## src/rtl/bank_mapper_pkg.sv

```systemverilog
package bank_mapper_pkg;
  // which memory answers a read that was accepted one cycle earlier
  typedef enum logic [1:0] {
    SRC_RAM      = 2'd0,
    SRC_LOW_ROM  = 2'd1,
    SRC_HIGH_ROM = 2'd2
  } rd_src_e;
endpackage

```

## src/rtl/overlay_ctrl.sv

```systemverilog
module overlay_ctrl #(
  parameter int CTRL_W     = 8,
  parameter int LO_DIS_BIT = 2,
  parameter int HI_DIS_BIT = 3
) (
  input  logic              clk,
  input  logic              rst_n,
  input  logic              ctrl_wr,
  input  logic [CTRL_W-1:0] ctrl_data,
  output logic              lo_en,
  output logic              hi_en
);
  // both overlays start enabled; a control write sets each from its disable bit
  always_ff @(posedge clk) begin
    if (!rst_n) begin
      lo_en <= 1'b1;
      hi_en <= 1'b1;
    end else if (ctrl_wr) begin
      lo_en <= ~ctrl_data[LO_DIS_BIT];
      hi_en <= ~ctrl_data[HI_DIS_BIT];
    end
  end

  AST_EN_HOLD: assert property (@(posedge clk) disable iff (!rst_n)
    !ctrl_wr |=> ($stable(lo_en) && $stable(hi_en)));
endmodule

```

## src/rtl/bank_decode.sv

```systemverilog
module bank_decode
  import bank_mapper_pkg::*;
#(
  parameter int ADDR_W = 16,
  parameter int BANK_W = 2,
  localparam int OFF_W = ADDR_W - BANK_W
) (
  input  logic              fire,
  input  logic              we,
  input  logic [ADDR_W-1:0] addr,
  input  logic              lo_en,
  input  logic              hi_en,
  output logic              ram_re,
  output logic              ram_we,
  output logic              lo_re,
  output logic              hi_re,
  output logic [OFF_W-1:0]  offset,
  output rd_src_e           src
);
  logic [BANK_W-1:0] bank;
  logic              rd;
  logic              lo_hit, hi_hit;

  assign bank   = addr[ADDR_W-1 -: BANK_W];
  assign offset = addr[OFF_W-1:0];
  assign rd     = fire && !we;

  // the lowest and the highest bank can be shadowed by a ROM
  assign lo_hit = (bank == '0) && lo_en;
  assign hi_hit = (bank == {BANK_W{1'b1}}) && hi_en;

  always_comb begin
    if (lo_hit)      src = SRC_LOW_ROM;
    else if (hi_hit) src = SRC_HIGH_ROM;
    else             src = SRC_RAM;
  end

  assign lo_re  = rd && (src == SRC_LOW_ROM);
  assign hi_re  = rd && (src == SRC_HIGH_ROM);
  assign ram_re = rd && (src == SRC_RAM);
  assign ram_we = fire && we;
endmodule

```

## src/rtl/rsp_stage.sv

```systemverilog
module rsp_stage
  import bank_mapper_pkg::*;
#(
  parameter int DATA_W = 8
) (
  input  logic              clk,
  input  logic              rst_n,
  input  logic              load,
  input  rd_src_e           src_in,
  input  logic              rsp_ready,
  input  logic [DATA_W-1:0] ram_q,
  input  logic [DATA_W-1:0] lo_q,
  input  logic [DATA_W-1:0] hi_q,
  output logic              rsp_valid,
  output logic [DATA_W-1:0] rsp_data,
  output logic              can_accept
);
  rd_src_e src_q;

  // one-entry slot; a new read may enter in the same cycle the old one leaves
  assign can_accept = !rsp_valid || rsp_ready;

  always_ff @(posedge clk) begin
    if (!rst_n) begin
      rsp_valid <= 1'b0;
      src_q     <= SRC_RAM;
    end else begin
      if (load) begin
        rsp_valid <= 1'b1;
        src_q     <= src_in;
      end else if (rsp_ready) begin
        rsp_valid <= 1'b0;
      end
    end
  end

  // memories hold their output until their next read strobe, and none is
  // strobed while the slot is stalled, so a plain mux is stable during a stall
  always_comb begin
    case (src_q)
      SRC_LOW_ROM:  rsp_data = lo_q;
      SRC_HIGH_ROM: rsp_data = hi_q;
      default:      rsp_data = ram_q;
    endcase
  end

  AST_RSP_HOLD: assert property (@(posedge clk) disable iff (!rst_n)
    (rsp_valid && !rsp_ready) |=> (rsp_valid && $stable(src_q)));
endmodule

```

## src/rtl/bank_mapper.sv

```systemverilog
module bank_mapper
  import bank_mapper_pkg::*;
#(
  parameter int ADDR_W     = 16,
  parameter int BANK_W     = 2,
  parameter int DATA_W     = 8,
  parameter int CTRL_W     = 8,
  parameter int LO_DIS_BIT = 2,
  parameter int HI_DIS_BIT = 3,
  localparam int OFF_W     = ADDR_W - BANK_W
) (
  input  logic              clk,
  input  logic              rst_n,
  input  logic              req_valid,
  output logic              req_ready,
  input  logic [ADDR_W-1:0] req_addr,
  input  logic              req_we,
  input  logic [DATA_W-1:0] req_wdata,
  output logic              rsp_valid,
  input  logic              rsp_ready,
  output logic [DATA_W-1:0] rsp_data,
  input  logic              ctrl_wr,
  input  logic [CTRL_W-1:0] ctrl_data,
  output logic [ADDR_W-1:0] ram_addr,
  output logic              ram_re,
  output logic              ram_we,
  output logic [DATA_W-1:0] ram_wdata,
  input  logic [DATA_W-1:0] ram_rdata,
  output logic [OFF_W-1:0]  lo_rom_addr,
  output logic              lo_rom_re,
  input  logic [DATA_W-1:0] lo_rom_rdata,
  output logic [OFF_W-1:0]  hi_rom_addr,
  output logic              hi_rom_re,
  input  logic [DATA_W-1:0] hi_rom_rdata
);
  logic            fire;
  logic            lo_en, hi_en;
  logic [OFF_W-1:0] offset;
  rd_src_e         src;

  assign fire = req_valid && req_ready;

  overlay_ctrl #(
    .CTRL_W(CTRL_W), .LO_DIS_BIT(LO_DIS_BIT), .HI_DIS_BIT(HI_DIS_BIT)
  ) u_ovl (
    .clk(clk), .rst_n(rst_n), .ctrl_wr(ctrl_wr), .ctrl_data(ctrl_data),
    .lo_en(lo_en), .hi_en(hi_en)
  );

  bank_decode #(.ADDR_W(ADDR_W), .BANK_W(BANK_W)) u_dec (
    .fire(fire), .we(req_we), .addr(req_addr), .lo_en(lo_en), .hi_en(hi_en),
    .ram_re(ram_re), .ram_we(ram_we), .lo_re(lo_rom_re), .hi_re(hi_rom_re),
    .offset(offset), .src(src)
  );

  rsp_stage #(.DATA_W(DATA_W)) u_rsp (
    .clk(clk), .rst_n(rst_n), .load(fire && !req_we), .src_in(src),
    .rsp_ready(rsp_ready), .ram_q(ram_rdata), .lo_q(lo_rom_rdata),
    .hi_q(hi_rom_rdata), .rsp_valid(rsp_valid), .rsp_data(rsp_data),
    .can_accept(req_ready)
  );

  assign ram_addr    = req_addr;
  assign ram_wdata   = req_wdata;
  assign lo_rom_addr = offset;
  assign hi_rom_addr = offset;

  logic [BANK_W-1:0] bank_chk;
  assign bank_chk = req_addr[ADDR_W-1 -: BANK_W];

  AST_ONE_STROBE: assert property (@(posedge clk) disable iff (!rst_n)
    $countones({ram_re, ram_we, lo_rom_re, hi_rom_re}) <= 1);
  AST_IDLE_QUIET: assert property (@(posedge clk) disable iff (!rst_n)
    !(req_valid && req_ready) |-> !(ram_re || ram_we || lo_rom_re || hi_rom_re));
  AST_WRITE_RAM: assert property (@(posedge clk) disable iff (!rst_n)
    (req_valid && req_ready && req_we) |-> (ram_we && !lo_rom_re && !hi_rom_re));
  AST_MID_BANK_RAM: assert property (@(posedge clk) disable iff (!rst_n)
    (req_valid && req_ready && !req_we && bank_chk != '0 && bank_chk != {BANK_W{1'b1}})
      |-> ram_re);
  AST_RSP_FOLLOWS: assert property (@(posedge clk) disable iff (!rst_n)
    (req_valid && req_ready && !req_we) |=> rsp_valid);
  AST_STALL_BLOCKS: assert property (@(posedge clk) disable iff (!rst_n)
    (rsp_valid && !rsp_ready) |-> !req_ready);
endmodule

```

## config.mk

```make
export PLATFORM = sky130hd
export DESIGN_NAME = bank_mapper
export DESIGN_NICKNAME = d
export VERILOG_FILES = /design/src/rtl/bank_mapper_pkg.sv /design/src/rtl/overlay_ctrl.sv /design/src/rtl/bank_decode.sv /design/src/rtl/rsp_stage.sv /design/src/rtl/bank_mapper.sv
export SDC_FILE = /design/constraint.sdc
export NUM_CORES = 1
export LEC_CHECK = 0
export ABC_AREA = 1
export CAP_MARGIN = 20
export CORE_UTILIZATION = 23
export DETAILED_ROUTE_END_ITERATION = 16
export PLACE_DENSITY = 0.88
export RECOVER_POWER = 100
export SLEW_MARGIN = 0
export SYNTH_ARGS = -nofsm -noshare
export SYNTH_HDL_FRONTEND = slang
export SYNTH_SLANG_ARGS = --single-unit
export TNS_END_PERCENT = 10
```

## constraint.sdc

```tcl
create_clock -name clk -period 1.81 [get_ports clk]
set_clock_uncertainty 0.15 [all_clocks]
set_input_delay 0.362 -clock clk [delete_from_list [all_inputs] [get_ports clk]]
set_output_delay 0.362 -clock clk [all_outputs]
set_load 0.02 [all_outputs]
```

-- Yosys cells after proc, flatten, opt, wreduce, memory -nomap -nowiden
Index checks and enable logic that the tools add are counted.
- logic and storage cells: 30
- flip-flop bits (word level): 5
- reductions and logical operators: 14
- multiplexer cells: 5
- equality and inequality tests: 5
- bitwise operators: 2
- operator list (operator ; number):
    8-bit case mux with 2 select lines ; 1
    1-bit logical AND ; 8
    2-bit equality test (second input constant) ; 3
    2-bit by 1-bit equality test with 1-bit output (second input constant) ; 2
    2-bit logical NOT ; 2
    2-bit two-way mux ; 2
    1-bit logical NOT ; 2
    1-bit two-way mux ; 2
    1-bit NOT ; 2
    2-bit nonzero test ; 1
    1-bit logical OR ; 1

-- Longest topological paths before layout
Gate-level depths: netlist of run 1.
- depth in word-level cells: 6
- depth in mapped cells: 6
- depth with buffers taken out: 6

-- Hierarchy
A second synthesis of run 1 with hierarchy kept.
- cells, all modules: 152
- area, all modules: 912.1 sq um
- by module, submodules not included (module ; instances ; area each (sq um) ; cells each ; seq. area each (sq um)):
    rsp_stage ; 1 ; 355.3 ; 69 ; 60.1
    bank_mapper ; 1 ; 299.0 ; 41 ; 0.0
    bank_decode ; 1 ; 181.4 ; 31 ; 0.0
    overlay_ctrl ; 1 ; 76.3 ; 11 ; 40.0

-- Least setup slack after synthesis of run 1
No wires, ideal clock.
- path kind: register -> output
- start: reg u_rsp.src_q[0]
- end: out rsp_data[0]
- arrival: 1.285 ns
- path slack: 0.013 ns
- cell stages (with the launch flop): 7
- data required time: 1.298 ns
- path buffers: 1
- path through: dfxtp_1 -> inv_1 -> ha_1 -> buf_2 -> inv_2 -> nor2_1 -> a21oi_1
- cells in the longest elaborated chain, start to end: 2
- RTL lines (what ; line ; source):
    start, declared ; rsp_stage.sv:18 ; rd_src_e src_q;
    start signal, assigned ; rsp_stage.sv:30 ; src_q <= src_in;
    2-bit equality test / 2-bit by 1-bit equality test with 1-bit output (equally long branches) ; rsp_stage.sv:40 ; case (src_q)
    8-bit case mux with 2 select lines (*) ; rsp_stage.sv:40 ;
    end, declared ; bank_mapper.sv:21 ; output logic [DATA_W-1:0] rsp_data,
Mark *: on every way between the ends. The rest lies on a longest branch, timed or not.

-- Worst setup path after layout of run 1
- start: reg u_rsp.src_q[0]
- end: out rsp_data[2]
Same word-level chain as after synthesis.

==> results of run 1 <==
-- path summary, 6_finish.rpt --
kind | startpoint | to | slack, ns
worst min register to register | u_ovl.lo_en$_SDFFE_PN1P_ | u_ovl.lo_en$_SDFFE_PN1P_ | 0.33
worst max-delay path | u_rsp.src_q[0]$_SDFFE_PN0P_ | rsp_data[2] | -0.06
worst min-delay path | u_ovl.lo_en$_SDFFE_PN1P_ | u_ovl.lo_en$_SDFFE_PN1P_ | 0.33
worst max register to register | u_ovl.lo_en$_SDFFE_PN1P_ | u_rsp.src_q[0]$_SDFFE_PN0P_ | 0.71
-- layout make-up --
cell class / instances / share of cell area [%]
flip-flops and latches: 5 / 8.34
well taps: 46 / 4.68
repair buffers: 59 / 46.8
multi-input cells: 55 / 34.0
clock buffers: 4 / 2.14
inverters: 12 / 4.07
-- where the power goes --
| group | total, uW | internal, uW | switching, uW |
|---|---|---|---|
| combinational | 263 | 147 | 116 |
| sequential | 121 | 116 | 4.65 |
| clock | 131 | 83.5 | 47.5 |
| total | 515 | 347 | 168 |
-- cells in the mapped netlist, drive strengths merged --
cell type | count | share of area (%)
a21oi | 20 | 13
clkbuf | 1 | 0.60
nor2 | 11 | 5.0
a21boi | 1 | 1.4
dfxtp | 5 | 12
o21ai | 2 | 1.2
ha | 2 | 3.0
inv | 12 | 5.4
buf | 54 | 48
nand3 | 4 | 3.0
nand2 | 14 | 6.7
nor3 | 1 | 0.60
-- layer usage --
| layer | share of wire (%) | up-vias |
|---|---|---|
| met5 | 0 | - |
| met4 | 2.1 | 0 |
| met3 | 11 | 11 |
| met2 | 50 | 54 |
| met1 | 36 | 321 |
| li1 | - | 362 |
-- flip-flops by register name (all words and copies together) (netlist names) --
signal	count
u_ovl.hi_en	1
u_ovl.lo_en	1
u_rsp.src_q	2
u_rsp.rsp_valid	1
-- metrics by stage --
| step | std cells | utilization (%) | hold slack (ns) | setup WS (ns) |
|---|---|---|---|---|
| floorplan | 127 | - | 0.292 | 0.0133 |
| global placement | 178 | 31.4 | 0.303 | -0.553 |
| CTS | 182 | 33.4 | 0.325 | -0.121 |
| global route | 181 | 36.3 | 0.386 | -0.126 |
| finish | 181 | 36.3 | 0.331 | -0.0639 |
| detailed placement | 178 | 31.4 | 0.315 | -0.583 |
-- cell families after synthesis --
group | after synthesis
compound gates | 23
simple gates | 30
buf+inv | 67
fa+ha+maj | 2
flops | 5
-- timing repair --
action | CTS | global route
setup endpoints to repair | 15 | 12
gates resized for setup | 92 | 30
hold buffers | 0 | 0
pin swaps | 6 | 13
-- worst min-delay path: cells and delay by family, from the launching register on --
kind           cells  cell delay (ns)
flip-flops         1             0.33
AO/OA/AOI/OAI      2             0.12
==> summary.txt, run 1 <==
STA
  • Worst Tran Pin Value: 0.209 ns
  • Final worst slack: -0.0639 ns
  • Final slew viol count: 0
  • Final worst path period need: 1.87 ns
  • RSZ-0062 raised after global routing: yes
  • Final setup violation count: 12
  • Relative slew slack: 86.1%
  • Final worst path period share: 104%
  • F_max: 534 MHz
  • Final-report hold violation count: 0
  • Setup TNS: -0.555 ns

Pwr
  • Tot Pwr: 515 uW
  • Worst VDD drop: 0.218 mV
  • Static Leak: 0.000522 uW
  • Cell Pwr Density: 419 nW/um^2

Layout
  • Most common cell after layout, fill and taps aside: clkdlybuf4s50_1
  • Fin area: 1230 um^2
  • Synth-to-layout area growth: 48.7%
  • Multi-input logic area: 418 um^2
  • Antenna Cells: 0
  • Commonest cells after routing, fill and taps aside: clkdlybuf4s50_1 (30), a21oi_2 (15), buf_4 (11)
  • Storage cell area: 103 um^2
  • Layout cells sized above 1: 48.1%
  • Fillers: 342
  • Post-layout nets: 200

Global routing
  • Initial antenna violation count: 0
  • Most Crowded Layer GR: met2
  • GR Overflow Total: 0
  • Met3 Use GR: 3.73%
  • First-pass GRT wire length: 2690 um
  • Number of global-route vias before repair: 621
  • Met2 usage: 18.2%
  • Met1 Use GR: 9.06%
  • Largest net degree at the start of global routing: 9
  • Gr usage total: 9.73%

Synthesis
  • Sequential element share of the synthesized area: 12.1%
  • Synth Register Bits: 5
  • Syn nets: 191
  • Synth Cell Area: 827 um^2
  • Synth Area in XOR/XNOR: 0%
  • Post-synthesis average cell area: 6.51 um^2
  • Post-Synth Adder-Cell Area: 3.03%
  • Main combinational cell family by area after synthesis: buffers and inverters
  • Cell count after synthesis: 127
  • Syn. warnings: 0
  • Post-synthesis compound-gate area fraction: 15.1%
  • Mux contribution to synthesized area: 0%
  • Post-synth cell types: 17
  • Simple-Gate Fraction of Synth Area: 15.3%

Clock tree
  • CTS sink cnt: 5
  • CTS Buffer Depth: 2
  • CTS buffer count: 3
  • Clock transition at path regs: 0.04 ns
  • Post-CTS setup buffers: 0
  • Clock latency on the worst-skew pair: 0.24 ns
  • CTS tree: yes
  • Root buf cell: clkbuf_4
  • H-tree levels: 1

Route
  • 1st-pass router iterations: 4
  • Routed Wire Length: 2230 um
  • Routed len/inst: 12.3 um
  • Routed vias: 748
  • Initial DRC count: 8
  • Final ANT Viol Nets: 0
  • DRC viols: 0
  • DR vias/cell: 4.13

Place
  • PortBufs: 49
  • GP Congestion: 0.678
  • Post-detail-place hpwl: 1650 um
  • DP Area: 1060 um^2

Die
  • Die height: 62.0 um
  • Full die area: 3840 um^2
  • Initial core utilization: 24.4%
  • Ports: 128
  • Site row count: 21
  • Core region area: 3390 um^2
  • Die W: 62.0 um

Run status
  • Failing checks: setup timing
  • Status: finished, violations left

Critical path
  • Worst R2R Path Depth: 5
  • Cell count along the critical path: 6
  • Critical path, cell by cell: inv_2 > ha_4 > buf_6 > a21oi_1 > a21oi_2 > buf_6
  • Max incr delay on CP: 0.32 ns
  • Most frequent CP cell: buf_6
  • Crit. End Element: output port
  • CP Buf/Inv Count: 3
  • Crit-path max FO: 3
  • WP data required: 1.30 ns
  • Worst Path Arrival: 1.36 ns
  • Setup CP Type: flop to output port
  • Delay-heaviest family, CP: flip-flops
  • Slowest CP cell: dfxtp_2
  • Setup crit start kind: flop

Worst hold path
  • Hold Path Class: flop to flop
  • Hold Path Depth: 2

Job
  • Max-Cap Viols: 0
No activity file was read; power rests on OpenSTA's default activity.
==> inputs of run 2 (changes only) <==
--- a/config.mk
+++ b/config.mk
@@ -6,6 +6,7 @@
 export NUM_CORES = 1
 export LEC_CHECK = 0
 export ABC_AREA = 1
+export ABC_CLOCK_PERIOD_IN_PS = 1810
 export CAP_MARGIN = 20
 export CORE_UTILIZATION = 23
 export DETAILED_ROUTE_END_ITERATION = 16
==> results of run 2 <==
Final layout, timing and power as in run 1 (identical DEF).
